==> src/rtl/updown_timer_pkg.sv <==
package updown_timer_pkg;

  typedef enum logic [1:0] {
    MODE_EDGE     = 2'b00,
    MODE_CTR_DN   = 2'b01,
    MODE_CTR_UP   = 2'b10,
    MODE_CTR_BOTH = 2'b11
  } tmr_mode_e;

  // Compare flags may be raised in this direction (dn = 1 means counting down).
  function automatic logic cmp_qualify(tmr_mode_e m, logic dn);
    case (m)
      MODE_CTR_DN: return dn;
      MODE_CTR_UP: return !dn;
      default:     return 1'b1;
    endcase
  endfunction

endpackage

==> src/rtl/updown_timer_shadow.sv <==
module updown_timer_shadow #(
  parameter int W = 16
) (
  input  logic         clk,
  input  logic         rst_n,
  input  logic         wr_i,
  input  logic [W-1:0] wdata_i,
  input  logic         direct_i,
  input  logic         load_i,
  output logic [W-1:0] act_o,
  output logic [W-1:0] nx_o
);
  logic [W-1:0] pend_q;
  logic [W-1:0] act_q;
  logic         direct_wr;

  assign direct_wr = wr_i && direct_i;

  always_ff @(posedge clk or negedge rst_n) begin
    if (!rst_n) begin
      pend_q <= '0;
      act_q  <= '0;
    end else begin
      if (wr_i) pend_q <= wdata_i;
      if (direct_wr)   act_q <= wdata_i;
      else if (load_i) act_q <= pend_q;
    end
  end

  always_comb begin
    if (direct_wr)   nx_o = wdata_i;
    else if (load_i) nx_o = pend_q;
    else             nx_o = act_q;
  end

  assign act_o = act_q;


  shadow_hold_chk: assert property (@(posedge clk) disable iff (!rst_n)
    (!load_i && !direct_wr) |=> $stable(act_o));

endmodule

==> src/rtl/updown_timer_prescaler.sv <==
module updown_timer_prescaler #(
  parameter int PRE_W = 16
) (
  input  logic             clk,
  input  logic             rst_n,
  input  logic             run_i,
  input  logic             clr_i,
  input  logic [PRE_W-1:0] lim_i,
  output logic             step_o
);
  logic [PRE_W-1:0] div_q;
  logic             at_lim;

  assign at_lim = (div_q >= lim_i);
  assign step_o = run_i && at_lim && !clr_i;

  always_ff @(posedge clk or negedge rst_n) begin
    if (!rst_n)      div_q <= '0;
    else if (clr_i)  div_q <= '0;
    else if (run_i)  div_q <= at_lim ? '0 : div_q + PRE_W'(1);
  end


  pre_idle_chk: assert property (@(posedge clk) disable iff (!rst_n)
    (!run_i && !clr_i) |=> $stable(div_q));


  pre_clear_chk: assert property (@(posedge clk) disable iff (!rst_n)
    clr_i |=> (div_q == '0));

endmodule

==> src/rtl/updown_timer_count.sv <==
module updown_timer_count
  import updown_timer_pkg::*;
#(
  parameter int CNT_W = 16
) (
  input  logic             clk,
  input  logic             rst_n,
  input  logic             step_i,
  input  logic             reinit_i,
  input  tmr_mode_e        mode_i,
  input  logic             dir_ld_i,
  input  logic             dir_val_i,
  input  logic [CNT_W-1:0] top_i,
  input  logic [CNT_W-1:0] top_reinit_i,
  output logic [CNT_W-1:0] cnt_o,
  output logic             dir_o,
  output logic             wrap_o
);
  localparam int VEC_W = CNT_W + 2;

  logic [CNT_W-1:0] cnt_q;
  logic             dir_q;
  logic [VEC_W-1:0] nxt;

  // Returns {turn_event, next_dir, next_count}.
  function automatic logic [VEC_W-1:0] next_state(tmr_mode_e m, logic dn,
                                                  logic [CNT_W-1:0] c,
                                                  logic [CNT_W-1:0] t);
    logic [CNT_W-1:0] n;
    logic             d;
    logic             e;
    d = dn;
    e = 1'b0;
    if (m == MODE_EDGE) begin
      if (!dn) begin
        if (c >= t) begin n = '0; e = 1'b1; end
        else          n = c + CNT_W'(1);
      end else begin
        if (c == '0) begin n = t; e = 1'b1; end
        else           n = c - CNT_W'(1);
      end
    end else begin
      if (!dn) begin
        if (c >= t) begin
          n = t; d = 1'b1; e = 1'b1;
        end else begin
          n = c + CNT_W'(1);
          if (n == t) begin d = 1'b1; e = 1'b1; end
        end
      end else begin
        if (c == '0) begin
          n = '0; d = 1'b0; e = 1'b1;
        end else begin
          n = c - CNT_W'(1);
          if (n == '0) begin d = 1'b0; e = 1'b1; end
        end
      end
    end
    return {e, d, n};
  endfunction

  always_comb nxt = next_state(mode_i, dir_q, cnt_q, top_i);

  assign wrap_o = step_i && !reinit_i && nxt[CNT_W+1];

  always_ff @(posedge clk or negedge rst_n) begin
    if (!rst_n) begin
      cnt_q <= '0;
      dir_q <= 1'b0;
    end else begin
      if (reinit_i)    cnt_q <= dir_q ? top_reinit_i : '0;
      else if (step_i) cnt_q <= nxt[CNT_W-1:0];
      if (dir_ld_i)
        dir_q <= dir_val_i;
      else if (step_i && !reinit_i && mode_i != MODE_EDGE)
        dir_q <= nxt[CNT_W];
    end
  end

  assign cnt_o = cnt_q;
  assign dir_o = dir_q;


  edge_wrap_chk: assert property (@(posedge clk) disable iff (!rst_n)
    (step_i && !reinit_i && mode_i == MODE_EDGE && !dir_q && cnt_q >= top_i)
      |=> (cnt_q == '0));


  edge_reload_chk: assert property (@(posedge clk) disable iff (!rst_n)
    (step_i && !reinit_i && mode_i == MODE_EDGE && dir_q && cnt_q == '0)
      |=> (cnt_q == $past(top_i)));


  ctr_turn_dn_chk: assert property (@(posedge clk) disable iff (!rst_n)
    (step_i && !reinit_i && !dir_ld_i && mode_i != MODE_EDGE && !dir_q &&
     ({1'b0, cnt_q} + 1'b1 == {1'b0, top_i})) |=> dir_q);


  dir_ro_chk: assert property (@(posedge clk) disable iff (!rst_n)
    (mode_i != MODE_EDGE && !dir_ld_i && !step_i) |=> $stable(dir_q));

endmodule

==> src/rtl/updown_timer_ctl.sv <==
module updown_timer_ctl
  import updown_timer_pkg::*;
(
  input  logic       clk,
  input  logic       rst_n,
  input  logic       wr_i,
  input  logic [1:0] mode_i,
  input  logic       dir_i,
  input  logic       en_i,
  input  logic       single_i,
  input  logic       ovf_only_i,
  input  logic       upd_off_i,
  input  logic       arr_buf_i,
  input  logic       upd_evt_i,
  output tmr_mode_e  mode_o,
  output logic       en_o,
  output logic       single_o,
  output logic       ovf_only_o,
  output logic       upd_off_o,
  output logic       arr_buf_o,
  output logic       dir_ld_o,
  output logic       dir_val_o
);
  tmr_mode_e mode_q, mode_nx;
  logic      en_q, single_q, ovf_only_q, upd_off_q, arr_buf_q;
  logic      blocked;

  // Edge -> center while running is refused; the mode stays edge.
  assign blocked = en_q && (mode_q == MODE_EDGE) && (mode_i != 2'b00);

  always_comb begin
    mode_nx = mode_q;
    if (wr_i && !blocked) mode_nx = tmr_mode_e'(mode_i);
  end

  assign dir_ld_o  = wr_i && (mode_nx == MODE_EDGE);
  assign dir_val_o = dir_i;

  always_ff @(posedge clk or negedge rst_n) begin
    if (!rst_n) begin
      mode_q     <= MODE_EDGE;
      en_q       <= 1'b0;
      single_q   <= 1'b0;
      ovf_only_q <= 1'b0;
      upd_off_q  <= 1'b0;
      arr_buf_q  <= 1'b0;
    end else begin
      mode_q <= mode_nx;
      if (wr_i) begin
        single_q   <= single_i;
        ovf_only_q <= ovf_only_i;
        upd_off_q  <= upd_off_i;
        arr_buf_q  <= arr_buf_i;
      end
      if (single_q && upd_evt_i) en_q <= 1'b0;
      else if (wr_i)             en_q <= en_i;
    end
  end

  assign mode_o     = mode_q;
  assign en_o       = en_q;
  assign single_o   = single_q;
  assign ovf_only_o = ovf_only_q;
  assign upd_off_o  = upd_off_q;
  assign arr_buf_o  = arr_buf_q;


  single_stop_chk: assert property (@(posedge clk) disable iff (!rst_n)
    (single_q && upd_evt_i) |=> !en_q);


  mode_keep_chk: assert property (@(posedge clk) disable iff (!rst_n)
    (wr_i && en_q && mode_q == MODE_EDGE) |=> (mode_q == MODE_EDGE));

endmodule

==> src/rtl/updown_timer_core.sv <==
module updown_timer_core
  import updown_timer_pkg::*;
#(
  parameter int CNT_W = 16,
  parameter int PRE_W = 16
) (
  input  logic             clk,
  input  logic             rst_n,
  input  logic             tick_i,
  input  logic             ctl_wr_i,
  input  logic [1:0]       ctl_mode_i,
  input  logic             ctl_dir_i,
  input  logic             ctl_en_i,
  input  logic             ctl_single_i,
  input  logic             ctl_ovf_only_i,
  input  logic             ctl_upd_off_i,
  input  logic             ctl_arr_buf_i,
  input  logic             reload_wr_i,
  input  logic [CNT_W-1:0] reload_wdata_i,
  input  logic             pre_wr_i,
  input  logic [PRE_W-1:0] pre_wdata_i,
  input  logic             cmp_wr_i,
  input  logic [CNT_W-1:0] cmp_wdata_i,
  input  logic             sw_upd_i,
  input  logic             ext_rst_i,
  input  logic             upd_flag_clr_i,
  output logic [CNT_W-1:0] cnt_o,
  output logic             dir_o,
  output logic             en_o,
  output logic [CNT_W-1:0] reload_o,
  output logic [PRE_W-1:0] pre_o,
  output logic [CNT_W-1:0] cmp_o,
  output logic             upd_evt_o,
  output logic             upd_flag_o,
  output logic             cmp_ok_o,
  output logic             cmp_hit_o
);
  tmr_mode_e        mode;
  logic             en, single, ovf_only, upd_off, arr_buf;
  logic             dir_ld, dir_val;
  logic             step, wrap, reinit, upd_req, upd_now, flag_set;
  logic [CNT_W-1:0] top_act, top_nx, cmp_act, cmp_nx_unused;
  logic [PRE_W-1:0] pre_act, pre_nx_unused;
  logic             upd_evt_q, flag_q;

  assign reinit   = sw_upd_i || ext_rst_i;
  assign upd_req  = wrap || reinit;
  assign upd_now  = upd_req && !upd_off;
  assign flag_set = !upd_off && (ovf_only ? wrap : upd_req);

  updown_timer_ctl u_ctl (
    .clk, .rst_n,
    .wr_i(ctl_wr_i), .mode_i(ctl_mode_i), .dir_i(ctl_dir_i), .en_i(ctl_en_i),
    .single_i(ctl_single_i), .ovf_only_i(ctl_ovf_only_i),
    .upd_off_i(ctl_upd_off_i), .arr_buf_i(ctl_arr_buf_i),
    .upd_evt_i(upd_now),
    .mode_o(mode), .en_o(en), .single_o(single), .ovf_only_o(ovf_only),
    .upd_off_o(upd_off), .arr_buf_o(arr_buf),
    .dir_ld_o(dir_ld), .dir_val_o(dir_val)
  );

  updown_timer_shadow #(.W(CNT_W)) u_top_sh (
    .clk, .rst_n, .wr_i(reload_wr_i), .wdata_i(reload_wdata_i),
    .direct_i(!arr_buf), .load_i(upd_now), .act_o(top_act), .nx_o(top_nx)
  );

  updown_timer_shadow #(.W(PRE_W)) u_pre_sh (
    .clk, .rst_n, .wr_i(pre_wr_i), .wdata_i(pre_wdata_i),
    .direct_i(1'b0), .load_i(upd_now), .act_o(pre_act), .nx_o(pre_nx_unused)
  );

  updown_timer_shadow #(.W(CNT_W)) u_cmp_sh (
    .clk, .rst_n, .wr_i(cmp_wr_i), .wdata_i(cmp_wdata_i),
    .direct_i(1'b0), .load_i(upd_now), .act_o(cmp_act), .nx_o(cmp_nx_unused)
  );

  updown_timer_prescaler #(.PRE_W(PRE_W)) u_pre (
    .clk, .rst_n, .run_i(en && tick_i), .clr_i(reinit),
    .lim_i(pre_act), .step_o(step)
  );

  updown_timer_count #(.CNT_W(CNT_W)) u_cnt (
    .clk, .rst_n, .step_i(step), .reinit_i(reinit), .mode_i(mode),
    .dir_ld_i(dir_ld), .dir_val_i(dir_val),
    .top_i(top_act), .top_reinit_i(top_nx),
    .cnt_o(cnt_o), .dir_o(dir_o), .wrap_o(wrap)
  );

  always_ff @(posedge clk or negedge rst_n) begin
    if (!rst_n) begin
      upd_evt_q <= 1'b0;
      flag_q    <= 1'b0;
    end else begin
      upd_evt_q <= upd_now;
      if (flag_set)            flag_q <= 1'b1;
      else if (upd_flag_clr_i) flag_q <= 1'b0;
    end
  end

  assign en_o       = en;
  assign reload_o   = top_act;
  assign pre_o      = pre_act;
  assign cmp_o      = cmp_act;
  assign upd_evt_o  = upd_evt_q;
  assign upd_flag_o = flag_q;
  assign cmp_ok_o   = cmp_qualify(mode, dir_o);
  assign cmp_hit_o  = cmp_ok_o && (cnt_o == cmp_act);


  upd_off_chk: assert property (@(posedge clk) disable iff (!rst_n)
    upd_off |=> !upd_evt_o);


  flag_rise_chk: assert property (@(posedge clk) disable iff (!rst_n)
    $rose(upd_flag_o) |-> upd_evt_o);


  flag_sticky_chk: assert property (@(posedge clk) disable iff (!rst_n)
    (upd_flag_o && !upd_flag_clr_i) |=> upd_flag_o);

endmodule

==> config.mk <==
export PLATFORM = sky130hd
export DESIGN_NAME = updown_timer_core
export DESIGN_NICKNAME = d
export VERILOG_FILES = /design/src/rtl/updown_timer_pkg.sv /design/src/rtl/updown_timer_shadow.sv /design/src/rtl/updown_timer_prescaler.sv /design/src/rtl/updown_timer_count.sv /design/src/rtl/updown_timer_ctl.sv /design/src/rtl/updown_timer_core.sv
export SDC_FILE = /design/constraint.sdc
export NUM_CORES = 1
export LEC_CHECK = 0
export ABC_CLOCK_PERIOD_IN_PS = 3250
export CAP_MARGIN = 15
export CORE_MARGIN = 2
export CORE_UTILIZATION = 40
export CTS_BUF_LIST = sky130_fd_sc_hd__clkbuf_8
export DETAILED_ROUTE_END_ITERATION = 12
export DONT_BUFFER_PORTS = 1
export HOLD_SLACK_MARGIN = 0.08
export SETUP_SLACK_MARGIN = 0.4
export SLEW_MARGIN = 15
export SYNTH_ARGS = -nofsm -noshare
export SYNTH_HDL_FRONTEND = slang
export SYNTH_SLANG_ARGS = --single-unit
==> constraint.sdc <==
create_clock -name clk -period 3.25 [get_ports clk]
set_input_delay 0.325 -clock clk [delete_from_list [all_inputs] [get_ports clk]]
set_output_delay 0.325 -clock clk [all_outputs]
set_load 0.1 [all_outputs]
======== Word-level counts from Yosys, hierarchy flattened ========
Index checks and enable logic that the tools add are counted.
word-level totals
  register bits after elaboration ......... 138
  bits in latches ......................... 0
  RAM bits ................................ 0
  ROM bits ................................ 0
  output and inout bits ................... 70
  word-level logic and storage cells ...... 98
  memories ................................ 0
cells by class
  add/subtract/negate cells ............... 3
  multipliers ............................. 0
  divide/modulo/power cells ............... 0
  $lt $le $gt $ge ......................... 2
  eq/ne operators ......................... 5
  shift operators ......................... 0
  muxes and demuxes ....................... 37
  bitwise gates (word level) .............. 0
  reduce and logical (&&, ||, !) cells .... 34
operators by type and width
  operator                 number
  $mux W16                 15
  $add A16 B1 Y16 const B  2
  $eq A16 B16 Y1           2
  $ge A16 B16 Y1           2
  $logic_not A16 Y1        2
  $mux W1                  20
  $sub A16 B1 Y16 const B  1
  $logic_and A1 B1 Y1      15
  $reduce_bool A2 Y1       7
  $logic_not A1 Y1         5
  $logic_not A2 Y1         2
  $eq A2 B1 Y1 const B     1
  $eq A2 B2 Y1 const B     1
  $logic_or A1 B1 Y1       2
  $mux W2                  1
  $ne A2 B2 Y1 const B     1
  $pmux W1 S2              1
  $reduce_and A2 Y1        1

======== Logic depth before layout (Yosys ltp) ========
Gate-level depths: netlist of run 1.
  word-level depth ........................ 13
  gate-level depth with buffers ........... 14

======== Cells and area by module ========
From an unflattened synthesis of run 1, not the netlist that was laid out.
unflattened totals
  cells, all modules ...................... 880
  area total of the unflattened synthesis .. 9111.2 um2
by module, submodules not included
  module                  times used  cells an instance  area an instance (um2)  seq. area each (um2)
  updown_timer_shadow     3           106                1460.2                  800.8
  updown_timer_count      1           347                2780.2                  425.4
  updown_timer_prescaler  1           153                1298.7                  400.4
  updown_timer_core       1           40                 331.6                   50.0
  updown_timer_ctl        1           22                 320.3                   175.2

======== Least setup slack after synthesis of run 1 ========
OpenSTA, ideal clock, no wires.
  path kind ............................... reg-to-output
  start ................................... register u_cnt.dir_q, in the netlist u_cnt.dir_o
  end ..................................... output cmp_hit_o
  arrival time ............................ 5.111 ns
  slack ................................... -2.186 ns
  stages on the path, launching flop included .. 6
  path buffers ............................ 1
  cell sequence ........................... dfrtp_1 -> clkbuf_1 -> mux2i_1 -> nand2_1 -> nand3_1 -> nor4_1
on the way
  longest elaborated chain between the ends .. 3
RTL lines
  element                 line                      RTL
  start, declared         updown_timer_count.sv:22  logic dir_q;
  start signal, assigned  updown_timer_count.sv:74  dir_q <= dir_val_i;
  start signal, assigned  updown_timer_count.sv:76  dir_q <= nxt[CNT_W];
  $logic_not A1 Y1        -
  $pmux W1 S2 *           updown_timer_pkg.sv:12    case (m)
  net cmp_ok_o            updown_timer_core.sv:35   output logic cmp_ok_o,
  $logic_and A1 B1 Y1 *   updown_timer_core.sv:107  assign cmp_hit_o = cmp_ok_o && (cnt_o == cmp_act);
  end, declared           updown_timer_core.sv:36   output logic cmp_hit_o
The timed path passes the listed nets; every way through them passes the cells marked *.

======== Final worst setup path of run 1 ========
  start ................................... register u_cnt.cnt_q[0], in the netlist u_cnt.cnt_o[0]
  end ..................................... register u_cmp_sh.act_q[3], in the netlist u_cmp_sh.act_o[3]
on the way
  longest elaborated chain between the ends .. 9
  elaborated cells between the ends (all ways) .. 18
RTL lines
  element                                                     line                                                RTL
  start, declared                                             updown_timer_count.sv:21                            logic [CNT_W-1:0] cnt_q;
  start signal, assigned                                      updown_timer_count.sv:71                            if (reinit_i) cnt_q <= dir_q ? top_reinit_i : '0;
  start signal, assigned                                      updown_timer_count.sv:72                            else if (step_i) cnt_q <= nxt[CNT_W-1:0];
  $add A16 B1 Y16 / $sub A16 B1 Y16 (equally long branches)   updown_timer_count.sv:47, updown_timer_count.sv:54
  $eq A16 B16 Y1 / $logic_not A16 Y1 (equally long branches)  updown_timer_count.sv:48, updown_timer_count.sv:55
  $mux W1 (on tied branches)                                  updown_timer_count.sv:48, updown_timer_count.sv:55
  $mux W1 (on tied branches)                                  updown_timer_count.sv:44, updown_timer_count.sv:51
  $mux W1                                                     updown_timer_count.sv:43                            if (!dn) begin
  $mux W1 *                                                   updown_timer_count.sv:34                            if (m == MODE_EDGE) begin
  $logic_and A1 B1 Y1 *                                       updown_timer_count.sv:64                            assign wrap_o = step_i && !reinit_i && nxt[CNT_W+1];
  $logic_or A1 B1 Y1 *                                        updown_timer_core.sv:47                             assign upd_req = wrap || reinit;
  $logic_and A1 B1 Y1 *                                       updown_timer_core.sv:48                             assign upd_now = upd_req && !upd_off;
  end signal, assigned                                        updown_timer_shadow.sv:25                           if (direct_wr) act_q <= wdata_i;
  end signal, assigned                                        updown_timer_shadow.sv:26                           else if (load_i) act_q <= pend_q;
  end, declared                                               updown_timer_shadow.sv:14                           logic [W-1:0] act_q;
Every way passes the cells marked *; elsewhere a longest branch is shown, timed or not.
A chain may end at the register's enable or synchronous reset.

==> results list, run 1 <==
* Run status: finished, violations left
- Violations in the final reports: hold timing
- The initialized floorplan defines 54 standard-cell rows.
- The number of cells on the worst reg-to-reg path is 12.
- The clock period could shrink to 3.15 ns.
- Via count of the first global-routing pass: 8,514
- Fmax achieved: 317 MHz
- Crit path top cell by count: sky130_fd_sc_hd__buf_4
- STA puts the critical path data arrival time at 3.50 ns.
- For this run, the total global-route usage over all layers was measured as 25.6%.
* Remaining routing DRC violations: 0
- Number of optimization iterations in the first detailed-route pass: 6
* Mean Syn Cell Area: 9.55 um2
* Max_cap viols: 0
- Synthesis produced a netlist with a net count of 1,029.
- Worst-case hold slack: -0.461 ns
- Counting the buffers created by CTS gives 17.
- Clock skew after layout: 0.0220 ns
- IO Port Bufs: 0
- Clock Path Buffers: 2
- In this run the count of I/O pins placed on the die edge is 136.
* Area enclosed by the die boundary: 23,300 um2
- After clock tree synthesis, the clock-pin slew on the worst setup and hold paths is 0.10 ns.
- Xor/xnor cell area share of the yosys netlist: 5.76%
* Path class of the lowest-slack min-delay path: primary input to asynchronous set/reset pin
* Flop2flop setup slack: 0.1 ns
- In the final design database the tool counted 1,274 nets.
* First-pass GRT wire length: 47.0 mm
- Width of the chip: 153 um
* Routability cong.: 0.977
- Synthesis warning total: 0
- Multiplexer share of the synthesized area: 10.9%
- Of the total synthesized cell area, the portion taken by AND, OR, NAND and NOR gates is 15.9%.
- Initial core utilization: 40.6%
- Post-DR wirelength/cell: 21.0 um
- Summing the areas of all compound-gate instances in the mapped netlist gives 18.0% of the synthesized area.
- Antenna violations before repair: 1
* Crit-path cells: buf_4 > buf_4 > and2_1 > a32oi_1 > nor4_1 > or4_4 > nor4_4 > a211oi_4 > nor3_4 > buf_6 > buf_12 > mux2_4
- Post-Route WL: 30.7 mm
- Reg area: 3550 um2
* Netlist Area Pre-Place: 8830 um2
* TritonCTS clock tree: built
- Detailed placement finished with a half-perimeter wire length of 21.1 mm.
- Count of clock tree sinks: 138
- From synthesis to final layout, the design area changed by 42.7%.
- Startpoint of the worst register-to-register path: u_cnt.cnt_o[0]
- The worst setup path is captured at a flop.
- Count of fill cells added during filler insertion: 1,881
* Cell with the largest stage delay on the worst path: sky130_fd_sc_hd__dfrtp_4
* Endpoints failing hold: 138
- Destination of the worst register-to-register timing path: u_cmp_sh.act_o[3]
- Entering global routing, the biggest net connects 139 pins.
* Transition time at the pin with the least slew margin: 0.915 ns
- Number of buffers inserted for hold repair after clock tree synthesis: 93
- The worst-case IR drop observed on VDD is 0.416 mV.
- Setup ws final: 0.0974 ns
- Delay of the slowest cell on the worst path: 0.52 ns
* Portion of the post-synthesis area used by sequential elements: 39.1%
- The synthesized netlist devotes 5.53% of its cell area to adder and majority cells.
- Synthesis inferred 138 register bits.
- Counting every instance in the synthesized netlist gives 924.
- Vias per inst: 5.76
* Placement-stage worst setup slack: -0.190 ns
- The detail route stage leaves a number of antenna-violating nets equal to 0.
- Clock latency on the worst-skew pair, taken at its later pin, is 0.48 ns.
* Initial DRC Count: 662
* Final core area utilization: 57.9%
- The synthesized netlist contains 65 unique library cells.
* Root Buffer Master: sky130_fd_sc_hd__clkbuf_8
* Max-slew headroom at the worst pin: 38.8%
* Number of enable-type register cells in the synthesized netlist: 0
- Max Fanout on Critical Path: 6
* Ratio of total power to cell area: 603 nW/um2
* Category of the worst setup path launch point: flop
- Floorplan core area: 21,800 um2
- Max Slew Vio Count: 0
- In the synthesized netlist the async set-or-reset flop fraction comes to 100%.
- In the synthesized netlist the dominant register cell turns out to be sky130_fd_sc_hd__dfrtp_1.
* Share of cells above drive strength 1: 36.6%
- Summing all multi-input logic gate instances after layout gives 5470 um2.
* Final count of negative-setup-slack endpoints: 0
- The critical path is of the flop to flop type.
- The final critical path takes up 97.0% of the cycle.
- Combinational family with the most area after synthesis: compound AO/OA/AOI/OAI gates
- Setup repair after global routing could not meet its margin everywhere.
- Leakage power total: 5.62 nW
* Total number of vias: 8,432
* Remaining Overflow, GRT: 0
- The die is 153 um tall.
- H-tree depth: 4
- Critical Path RT: 3.60 ns
synthesized netlist by cell type (12+ instances only):
library cell,number,share of area (%)
sky130_fd_sc_hd__a21oi_1,32,1.8
sky130_fd_sc_hd__a32oi_1,18,1.8
sky130_fd_sc_hd__and3_1,14,0.99
sky130_fd_sc_hd__clkbuf_1,44,1.9
sky130_fd_sc_hd__dfrtp_1,138,39
sky130_fd_sc_hd__ha_1,39,5.5
sky130_fd_sc_hd__inv_1,40,1.7
sky130_fd_sc_hd__mux2_1,12,1.5
sky130_fd_sc_hd__mux2_2,60,7.7
sky130_fd_sc_hd__mux2i_1,15,1.7
sky130_fd_sc_hd__nand2_1,59,2.5
sky130_fd_sc_hd__nand2b_1,19,1.3
sky130_fd_sc_hd__nand3_1,28,1.6
sky130_fd_sc_hd__nor2_1,62,2.6
sky130_fd_sc_hd__nor3_1,23,1.3
sky130_fd_sc_hd__nor4_1,17,1.2
sky130_fd_sc_hd__o21ai_0,63,3.6
sky130_fd_sc_hd__xnor2_1,28,2.8
sky130_fd_sc_hd__xor2_1,30,3.0
registers in the layout (all words and copies together), names as in the netlist:
register,flops
u_ctl.upd_off_o,1
u_ctl.mode_o,2
u_cmp_sh.act_o,16
u_cmp_sh.pend_q,16
u_cnt.cnt_o,16
u_top_sh.pend_q,16
u_ctl.arr_buf_o,1
u_pre_sh.act_o,16
u_ctl.single_o,1
u_pre.div_q,16
u_top_sh.act_o,16
upd_evt_o,1
u_cnt.dir_o,1
upd_flag_o,1
u_ctl.en_o,1
u_pre_sh.pend_q,16
u_ctl.ovf_only_o,1
worst max-delay path: cells and delay by family (launching register included):
kind | cells | cell delay, ns
AND/OR/NAND/NOR | 5 | 1.22
buffers and inverters | 4 | 0.65
flip-flops | 1 | 0.52
AO/OA/AOI/OAI | 2 | 0.33
multiplexers | 1 | 0.31
routing by layer:
layer / share of wire, % / track usage (%) / wire [um] / vias to the layer above
li1: - / - / - / 3908
met1: 42 / 33.8 / 13000 / 4117
met2: 47 / 40.3 / 14400 / 333
met3: 7.9 / 7.05 / 2440 / 74
met4: 3.1 / 9.35 / 958 / 0
met5: 0 / 0 / 0 / -
where the power goes:
group / internal [mW] / switching [mW]
registers: 2.01 / 0.261
logic: 1.28 / 2.63
clock network: 0.642 / 0.781
total: 3.93 / 3.67
cells in the final DEF (no fill, tap or decap), types with 14 or more instances in the layout:
cell / n
sky130_fd_sc_hd__mux2_2: 52
sky130_fd_sc_hd__a21oi_1: 23
sky130_fd_sc_hd__a32oi_1: 17
sky130_fd_sc_hd__nor2_1: 58
sky130_fd_sc_hd__mux2i_1: 15
sky130_fd_sc_hd__and3_1: 14
sky130_fd_sc_hd__dfrtp_1: 91
sky130_fd_sc_hd__nor3_1: 19
sky130_fd_sc_hd__dfrtp_4: 17
sky130_fd_sc_hd__nand3_1: 28
sky130_fd_sc_hd__nand2b_1: 19
sky130_fd_sc_hd__mux2_4: 20
sky130_fd_sc_hd__nand2_1: 38
sky130_fd_sc_hd__dlygate4sd3_1: 93
sky130_fd_sc_hd__inv_1: 39
sky130_fd_sc_hd__nand2_2: 14
sky130_fd_sc_hd__xor2_1: 29
sky130_fd_sc_hd__xnor2_1: 28
sky130_fd_sc_hd__clkbuf_8: 18
sky130_fd_sc_hd__dfrtp_2: 30
sky130_fd_sc_hd__o21ai_0: 42
sky130_fd_sc_hd__buf_4: 165
sky130_fd_sc_hd__o21ai_1: 20
sky130_fd_sc_hd__ha_1: 35
sky130_fd_sc_hd__buf_6: 16
how the worst max path moves through the flow:
stage | from | end | slack, ns | depth (start not counted)
after floorplan | u_cnt.cnt_o[0] | u_cmp_sh.act_o[12] | -0.17 | 12
after global placement | u_cnt.cnt_o[0] | u_top_sh.act_o[6] | -0.1 | 10
after detailed placement | u_cnt.cnt_o[0] | u_top_sh.act_o[14] | -0.19 | 10
after CTS | u_cnt.cnt_o[0] | u_cmp_sh.act_o[3] | 0.09 | 12
after global routing | u_cnt.cnt_o[0] | u_top_sh.act_o[14] | -0.01 | 13
final | u_cnt.cnt_o[0] | u_cmp_sh.act_o[3] | 0.1 | 12
what timing repair did:
| item | in CTS | in global routing |
|---|---|---|
| endpoints found under the hold margin | 227 | 138 |
| resized for setup | 49 | 73 |
| buffers inserted | 19 | 18 |
| cloned | 2 | 2 |
| setup endpoints to repair | 68 | 75 |
| pin swaps | 24 | 28 |
per-stage QoR:
step	TNS, ns	std cells	hold WS, ns	area, um2	power [mW]
2_1_floorplan	-2.00	924	0.0294	9160	4.85
3_3_place_gp	-1.20	1296	0.0338	10400	5.70
3_5_place_dp	-3.27	1296	0.0356	10400	5.72
4_1_cts	0	1442	-0.488	12100	7.41
5_1_grt	-0.0138	1463	-0.494	12600	7.91
6_report	0	1463	-0.461	12600	7.60
cell type report:
class / count / area share (%)
Multi-Input combinational cell: 682 / 43.4
Sequential cell: 138 / 28.2
Timing Repair Buffer: 290 / 21.3
Tap cell: 280 / 2.78
Clock buffer: 18 / 1.97
Inverter: 40 / 1.23
Clock inverter: 14 / 1.08
Antenna cell: 1 / 0.0199
kinds of logic after synthesis:
family / Yosys count
and+or+nand+nor: 270
AOI/OAI and AO/OA: 228
DFF: 138
buffers and inverters: 104
muxes: 87
xor gates and xnor gates: 58
adders and majority gates: 39
No activity file was read; power rests on OpenSTA's default activity.
==> run 2, diff against run 1 <==
ABC_AREA = 1   (was not set)
CORE_UTILIZATION = 45   (was 40)
TNS_END_PERCENT = 100   (was not set)
==> run 2 against run 1 <==
  * The run still ends with hold timing left
  * Worst setup slack improved by 0.17 ns
  * Clock skew decreased by 0.0061 ns
  * Largest power group unchanged
  * Routed wire length fell by 5.7%
  * Clock power rose by 13%
  * Largest cell class unchanged
==> results list, run 2 <==
- The measured slew at the worst slew-check pin is 1.21 ns (+0.293 ns).
- The total negative slack for setup checks was 0 ns (unchanged).
- Floorplan core area: 18,700 um2 (-14%)
* Post-Route WL: 29.0 mm (-5.7%)
* Clock skew after layout: 0.0159 ns (-0.00614 ns)
- H-tree depth: 4 (unchanged)
- Number of synthesized register bits: 138 (unchanged)
- The number of nets with antenna violations after detailed routing came to 0 (unchanged).
* Unrepaired setup endpoints after global routing: yes
* First-pass GRT wire length: 42.8 mm (-8.9%)
- The static power due to leakage was 5.38 nW (-4.1%).
* Arrival time at the worst endpoint: 3.36 ns (-0.14 ns)
* Most frequent cells after synthesis: sky130_fd_sc_hd__nand2_1 (302), sky130_fd_sc_hd__inv_1 (158), sky130_fd_sc_hd__dfrtp_1 (138)
- Portion of the post-synthesis area used by sequential elements: 40.3% (+1.1 points)
- The share of cells above drive strength 1 was 26.3% (-10 points).
- Shortest clock period the worst path allows after layout: 2.98 ns (-0.172 ns)
* Ratio of total power to cell area: 720 nW/um2 (+19%)
- The post-detailed-route DRC marker count is 0 (unchanged).
* Number of enable-type register cells in the synthesized netlist: 0 (unchanged)
- The total CTS buffers was 17 (unchanged).
- The number of nets produced by synthesis is 1,262 (+23%).
- Commonest cells after routing, fill and taps aside: sky130_fd_sc_hd__nand2_1 (274), sky130_fd_sc_hd__inv_1 (147), sky130_fd_sc_hd__buf_4 (107)
- The library cell used most frequently in the layout, excluding fill and tap cells, is sky130_fd_sc_hd__nand2_1.
- The count of hold buffers inserted by post-cts repair is 62 (-33%).
* Max Slew Vio Count: 0 (unchanged)
* Max_cap viols: 0 (unchanged)
- The fmax is 335 MHz (+5.8%).
- The first-pass detailed-route iteration total came to 5 (-1).
- The worst setup path is captured at a flop.
- The clock latency on the worst-skew pair is 0.46 ns (-0.02 ns).
* Final count of negative-setup-slack endpoints: 0 (unchanged)
* Final Instance Count excl. Fillers: 1,574 (+7.6%)
* Initial core utilization: 45.9% (+5.3 points)
* Final period utilization: 91.7% (-5.3 points)
- Most common cell in the synthesized netlist: sky130_fd_sc_hd__nand2_1
- The die width came to 142 um (-6.9%).
- Count of fill cells added during filler insertion: 1,672 (-11%)
- IO Pins: 136 (unchanged)
* Worst vdd ir: 0.462 mV (+11%)
* Top post-synthesis cells by area: sky130_fd_sc_hd__dfrtp_1 (40%), sky130_fd_sc_hd__nand2_1 (13%), sky130_fd_sc_hd__inv_1 (6.9%)
* Mean Syn Cell Area: 7.41 um2 (-22%)
- The area of all placed cells without fillers came to 11,500 um2 (-8.6%).
- The share of flip-flops with an asynchronous set or reset after synthesis came to 100% (unchanged).
- The number of port buffers was 0 (unchanged).
* Max Fanout on Critical Path: 14 (+8)
* Top cell type's share of synthesized area: 40.3% (+1.1 points)
* Violations in the final reports: hold timing
- Worst setup path class: flop to flop
- Final core area utilization: 61.5% (+3.6 points)
- Dominant synthesized flop cell: sky130_fd_sc_hd__dfrtp_1
- The required time reported for the critical path endpoint came to 3.63 ns (+0.03 ns).
* FP Rows: 50 (-7.4%)
- Post-Syn Instances: 1,157 (+25%)
- Initial DRC Count: 597 (-9.8%)
* Netlist Area Pre-Place: 8580 um2 (-2.8%)
- Relative to the synthesized area, the layout overhead comes to 34.2%.
- The area of placed instances is 9480 um2 (-9.1%).
- TritonCTS built the clock tree.
* Maximum number of pins on one net before global-route repair: 139 (unchanged)
- The number of failing hold endpoints at the final stage came to 138 (unchanged).
- Antenna violations before repair: 2 (+1)
- The total track usage came to 27.7% (+2.1 points).
- Max-slew headroom at the worst pin: 18.9% (-20 points)
- The warning count from the yosys run came to 0 (unchanged).
* Die Y: 142 um (-6.9%)
* Clock Path Buffers: 2 (unchanged)
- Root Buffer Master: sky130_fd_sc_hd__clkbuf_8
- The weighted congestion reported at the end of routability-driven placement came to 0.979 (+0.20%).
- Total instance count after detailed placement: 1,436 (+11%)
* Category of the worst setup path launch point: flop
- Number of nets in the finished design: 1,430 (+12%)
- Remaining Overflow, GRT: 0 (unchanged)
- The via count of the first global-routing pass came to 8,056 (-5.4%).
- Path class of the lowest-slack min-delay path: primary input to asynchronous set/reset pin
- The post-route worst hold slack was -0.422 ns (+0.0392 ns).
- The distinct cell type count of the synthesized netlist was 38 (-42%).
- The half-perimeter wire length of the detailed placement result is 20.2 mm (-4.3%).
- Count of clock tree sinks: 138 (unchanged)
* Cell taking the most area after synthesis: sky130_fd_sc_hd__dfrtp_1
- The detailed-route via count came to 8,503 (+0.84%).
- The post-detailed-route wirelength per cell was 18.4 um (-12%).
- Run status: finished, violations left
* Area enclosed by the die boundary: 20,200 um2 (-13%)
- Vias per inst: 5.40 (-6.3%)
* Clock transition at the register clock pins on the worst setup and hold paths after CTS: 0.09 ns (about the same)
## run 2: changes by cell type after synthesis, moves of 19 or more
cell	previous run	this run
sky130_fd_sc_hd__clkbuf_1	44	23
sky130_fd_sc_hd__inv_1	40	158
sky130_fd_sc_hd__mux2_2	60	1
sky130_fd_sc_hd__nand2_1	59	302
sky130_fd_sc_hd__nand2b_1	19	0
sky130_fd_sc_hd__nand3_1	28	77
sky130_fd_sc_hd__nor2_1	62	81
sky130_fd_sc_hd__o21ai_0	63	92
sky130_fd_sc_hd__xnor2_1	28	6
## run 2: path summary, 6_finish.rpt
path                               startpoint            endpoint  slack [ns]  depth (start not counted)
setup / recovery               u_cnt.cnt_o[1]   u_pre_sh.act_o[1]        0.27                         18
hold / removal                          rst_n      u_cnt.cnt_o[1]       -0.42                          0
setup reg to reg               u_cnt.cnt_o[1]   u_pre_sh.act_o[1]        0.27                         18
hold reg to reg            u_pre_sh.pend_q[5]   u_pre_sh.act_o[5]        0.52                          2
max in group asynchronous               rst_n  u_top_sh.act_o[13]        3.35                          0
min in group clk                     sw_upd_i      u_pre.div_q[1]        0.10                          3
## run 2: cell families after synthesis
logic type      after synthesis  share of synthesized area (%)
simple gates                524                           26.3
mux                           1                          0.131
buf+inv                     206                           9.72
xor+xnor                     32                           3.27
flops                       138                           40.3
compound gates              217                           14.6
fa+ha+maj                    39                           5.69
## run 2: critical path: stages, from the launching register on
cell                      delay (ns)
sky130_fd_sc_hd__dfrtp_4        0.55
sky130_fd_sc_hd__ha_4           0.29
sky130_fd_sc_hd__inv_1          0.03
sky130_fd_sc_hd__nor2_1         0.08
sky130_fd_sc_hd__nor2_1         0.07
sky130_fd_sc_hd__o21ai_2        0.19
sky130_fd_sc_hd__a21oi_2        0.09
sky130_fd_sc_hd__o21ai_1        0.19
sky130_fd_sc_hd__nor2_2         0.08
sky130_fd_sc_hd__buf_6          0.13
sky130_fd_sc_hd__nand2_2        0.06
sky130_fd_sc_hd__nand2_1        0.08
sky130_fd_sc_hd__a21oi_2        0.22
sky130_fd_sc_hd__nand2_4        0.09
sky130_fd_sc_hd__nand2_8        0.14
sky130_fd_sc_hd__nand2_8        0.15
sky130_fd_sc_hd__buf_4          0.21
sky130_fd_sc_hd__buf_6          0.12
sky130_fd_sc_hd__o21ai_1        0.14
## run 2: metal layers
layer / global-route usage, % / share of wire (%) / vias to the layer above
met5: 0 / 0 / -
met4: 9.63 / 3.3 / 0
met3: 7.10 / 7.3 / 64
met2: 45.8 / 48 / 304
met1: 35.2 / 42 / 4033
li1: - / - / 4102
## run 2: per-stage QoR
step	setup WS [ns]	total power, mW	hold slack [ns]
3_5_place_dp	0.0754	6.02	0.0428
5_1_grt	0.162	8.67	-0.463
2_1_floorplan	0.394	5.11	0.0294
4_1_cts	0.330	7.84	-0.448
3_3_place_gp	0.122	6.00	0.0425
6_report	0.269	8.29	-0.422
## run 2: area by class of cell
cell class / instances / area, um2 / share of cell area [%]
Antenna cell: 2 / 5.00 / 0.0435
Clock buffer: 17 / 234 / 2.03
Clock inverter: 15 / 213 / 1.85
Inverter: 164 / 648 / 5.63
Multi-Input combinational cell: 815 / 4800 / 41.7
Sequential cell: 138 / 3560 / 30.9
Tap cell: 234 / 293 / 2.54
Timing Repair Buffer: 189 / 1760 / 15.3
## run 2: where the power goes
part | internal [mW] | switching (mW)
Clock | 0.853 | 0.757
Combinational | 1.28 | 3.04
Sequential | 1.99 | 0.368
## run 2: repair_timing
action                     4_1_cts  5_1_grt
pin swaps                       20       63
hold endpoints to repair       210      138
setup buffers                    9       24
setup endpoints to repair       68       68
resized for setup               35       94
cloned                           1        8
==> run 3, diff against run 2 <==
CELL_PAD_IN_SITES_DETAIL_PLACEMENT = 0   (was not set)
CELL_PAD_IN_SITES_GLOBAL_PLACEMENT = 1   (was not set)
CORE_UTILIZATION = 44   (was 45)
PLACE_DENSITY_LB_ADDON = 0.1   (was not set)
==> run 3 against run 2 <==
  * The flow still finishes with violations (hold timing)
  * Via count is 1.2% lower
  * Design area down 1.1%
  * Flip-flop and latch count did not move
  * Register-to-register slack better by 0.12 ns
  * Largest cell class unchanged
==> results list, run 3 (same netlist as run 2, synthesis figures left out) <==
- Run status: finished, violations left
* Violations in the final reports: hold timing
* Total instance count after detailed placement: 1,469 (+2.3%)
* Routability cong.: 0.963 (-1.6%)
- Compared with the post-synthesis result, the final layout area differs by 32.7%.
* Final period utilization: 89.8% (-1.9 points)
- The time the final worst path needs with I/O delays and setup came to 2.92 ns (-0.0616 ns).
* Ratio of total power to cell area: 721 nW/um2 (+0.19%)
- The deepest clock path buffer count was 2 (unchanged).
- The static power due to leakage is 5.35 nW (-0.68%).
* Clock transition at the register clock pins on the worst setup and hold paths after CTS: 0.09 ns (about the same)
- Setup crit end kind: output pin
* Worst-case hold slack: -0.445 ns (-0.0231 ns)
* Number of optimization iterations in the first detailed-route pass: 5 (unchanged)
* Maximum number of pins on one net before global-route repair: 139 (unchanged)
- Area enclosed by the die boundary: 20,600 um2 (+2.2%)
- The fraction of power spent switching nets is 50.2% (-0.053 points).
- IO Pins: 136 (unchanged)
- The internal power summed over all cells was 4.09 mW (-0.84%).
- Fmax achieved: 343 MHz (+2.1%)
- Number of clock buffers inserted by TritonCTS: 17 (unchanged)
- met2 is the most crowded layer.
- Max_cap viols: 0 (unchanged)
- Number of buffers inserted for hold repair after clock tree synthesis: 61 (-1.6%)
* First-pass GRT wire length: 43.8 mm (+2.4%)
- Post-DR wirelength/cell: 18.2 um (-1.1%)
- The cell depth of the worst flop-to-flop path came to 17 (-1).
- Endpoints failing hold: 138 (unchanged)
- IO Port Bufs: 0 (unchanged)
* FP Rows: 51 (+2.0%)
* Final-layout setup total negative slack: 0 ns (unchanged)
* Design area: 11,400 um2 (-1.1%)
- The via count of the first global-routing pass is 7,926 (-1.6%).
- Clock skew after layout: 0.0245 ns (+0.00866 ns)
- The total count of max-transition violations in the final report was 0 (unchanged).
- The post-detailed-route DRC marker count is 0 (unchanged).
- The final worst-path setup slack was 0.331 ns (+0.0616 ns).
- Final antenna diode count: 0 (-2)
* Root Buffer Master: sky130_fd_sc_hd__clkbuf_8
- The leftover overflow at the end of global routing came to 0 (unchanged).
* Worst setup path class: flop to output pin
* Category of the worst setup path launch point: flop
- The final-layout fill cell count came to 1,835 (+9.7%).
- Width of the chip: 144 um (+1.1%)
- NetSw: 4.12 mW (-1.0%)
- Most common cell after layout, fill and taps aside: sky130_fd_sc_hd__nand2_1
- Arrival time at the worst endpoint: 2.59 ns (-0.77 ns)
* Proportion of power drawn by flip-flops and latches: 27.8% (-0.6 points)
* Share of cells above drive strength 1: 24.8% (-1.5 points)
- Setup repair after global routing could not meet its margin everywhere.
- The clock latency on the worst-skew pair came to 0.46 ns (about the same).
- Total number of vias: 8,405 (-1.2%)
* Combined global-route utilization of all metal layers: 28.1% (+0.44 points)
- The half-perimeter wire length of the detailed placement result came to 20.8 mm (+2.9%).
* Met3 layer usage reported by global route: 7.50% (+0.40 points)
- Met1 Use GR: 37.0% (+1.8 points)
- Floorplan core area: 19,300 um2 (+3.0%)
- The largest fanout on the critical path came to 6 (-8).
* Initial DRC Count: 543 (-9.0%)
- Path class of the lowest-slack min-delay path: primary input to asynchronous set/reset pin
- The number of clock sinks came to 138 (unchanged).
- Die Y: 144 um (+1.1%)
- Commonest cells after routing, fill and taps aside: sky130_fd_sc_hd__nand2_1 (281), sky130_fd_sc_hd__inv_1 (146), sky130_fd_sc_hd__buf_4 (112)
- The initial standard-cell utilization of the core came to 44.5% (-1.3 points).
- Final Instance Count excl. Fillers: 1,601 (+1.7%)
- TritonCTS clock tree: built
- The worst IR drop on VDD was 0.469 mV (+1.5%).
- The number of antenna violations at the first check in global routing is 0 (-2).
* Post-Route WL: 29.1 mm (+0.56%)
- Vias per inst: 5.25 (-2.8%)
- Max-slew headroom at the worst pin: 33.2% (+14 points)
- The area of placed instances came to 9530 um2 (+0.57%).
- Transition time at the pin with the least slew margin: 0.998 ns (-0.210 ns)
- Critical Path RT: 2.92 ns (-0.71 ns)
- Relative contribution of the clock network to total power: 19.9% (+0.5 points)
* Post-detailed-route count of antenna-violating nets: 0 (unchanged)
* Placement-stage worst setup slack: 0.0904 ns (+0.0151 ns)
- The total setup violations reported at the end of the flow is 0 (unchanged).
- The met2 usage in global routing is 44.4% (-1.4 points).
- The maximum level of the CTS H-tree was 4 (unchanged).
- Share of power burned in combinational logic: 52.4% (+0.3 points)
- Number of nets in the finished design: 1,428 (-0.14%)
## run 3: worst paths after layout
| kind | start | slack [ns] | to |
|---|---|---|---|
| min in group clk | sw_upd_i | 0.11 | u_pre.div_q[1] |
| hold reg to reg | u_pre_sh.pend_q[2] | 0.51 | u_pre_sh.act_o[2] |
| max in group asynchronous | rst_n | 3.38 | u_top_sh.act_o[5] |
| hold / removal | rst_n | -0.45 | u_cmp_sh.pend_q[10] |
| setup / recovery | u_cnt.cnt_o[1] | 0.33 | cmp_hit_o |
| setup reg to reg | u_cnt.cnt_o[11] | 0.39 | u_cnt.cnt_o[9] |
## run 3: metrics by stage
| step | utilization [%] | total power, mW |
|---|---|---|
| global route | 59.1 | 8.64 |
| global placement | 49.5 | 6.04 |
| floorplan | - | 5.11 |
| CTS | 57.0 | 8.00 |
| finish | 59.1 | 8.21 |
| detailed placement | 49.5 | 6.05 |
## run 3: per-layer routing
layer	wire (um)	vias up	share of wire, %
met4	890	0	3.1
met1	12900	3988	44
met5	0	-	0
met2	13500	259	46
met3	1830	53	6.3
li1	-	4105	-
## run 3: power groups by stage
stage	logic, mW	clock network, mW	registers (mW)
5_1_grt	4.59	1.74	2.31
3_5_place_dp	3.74	0	2.31
4_1_cts	4.07	1.67	2.27
2_1_floorplan	1.65	0	3.46
3_3_place_gp	3.74	0	2.31
6_report	4.30	1.63	2.28
## run 3: area by class of cell
| class | count | area (um2) | share of cell area, % |
|---|---|---|---|
| clock inverters | 14 | 208 | 1.82 |
| clock buffers | 18 | 248 | 2.18 |
| repair buffers | 185 | 1680 | 14.8 |
| inverters | 164 | 649 | 5.71 |
| multi-input cells | 817 | 4700 | 41.3 |
| well taps | 265 | 332 | 2.91 |
| flip-flops and latches | 138 | 3560 | 31.3 |
## run 3: worst max-delay path, cell delays in order, from the launching register on
cell and delay, ns:
sky130_fd_sc_hd__dfrtp_4 0.57, sky130_fd_sc_hd__buf_4 0.18, sky130_fd_sc_hd__or2_2 0.29, sky130_fd_sc_hd__a21oi_1 0.19, sky130_fd_sc_hd__nand4_1 0.37, sky130_fd_sc_hd__nor4_4 0.28, sky130_fd_sc_hd__buf_6 0.26
## run 3: timing repair
item,4_1_cts,5_1_grt
setup buffers,21,8
gates resized for setup,45,57
pin swaps,14,19
hold endpoints to repair,209,138
setup endpoints to repair,68,69
cloned,4,6
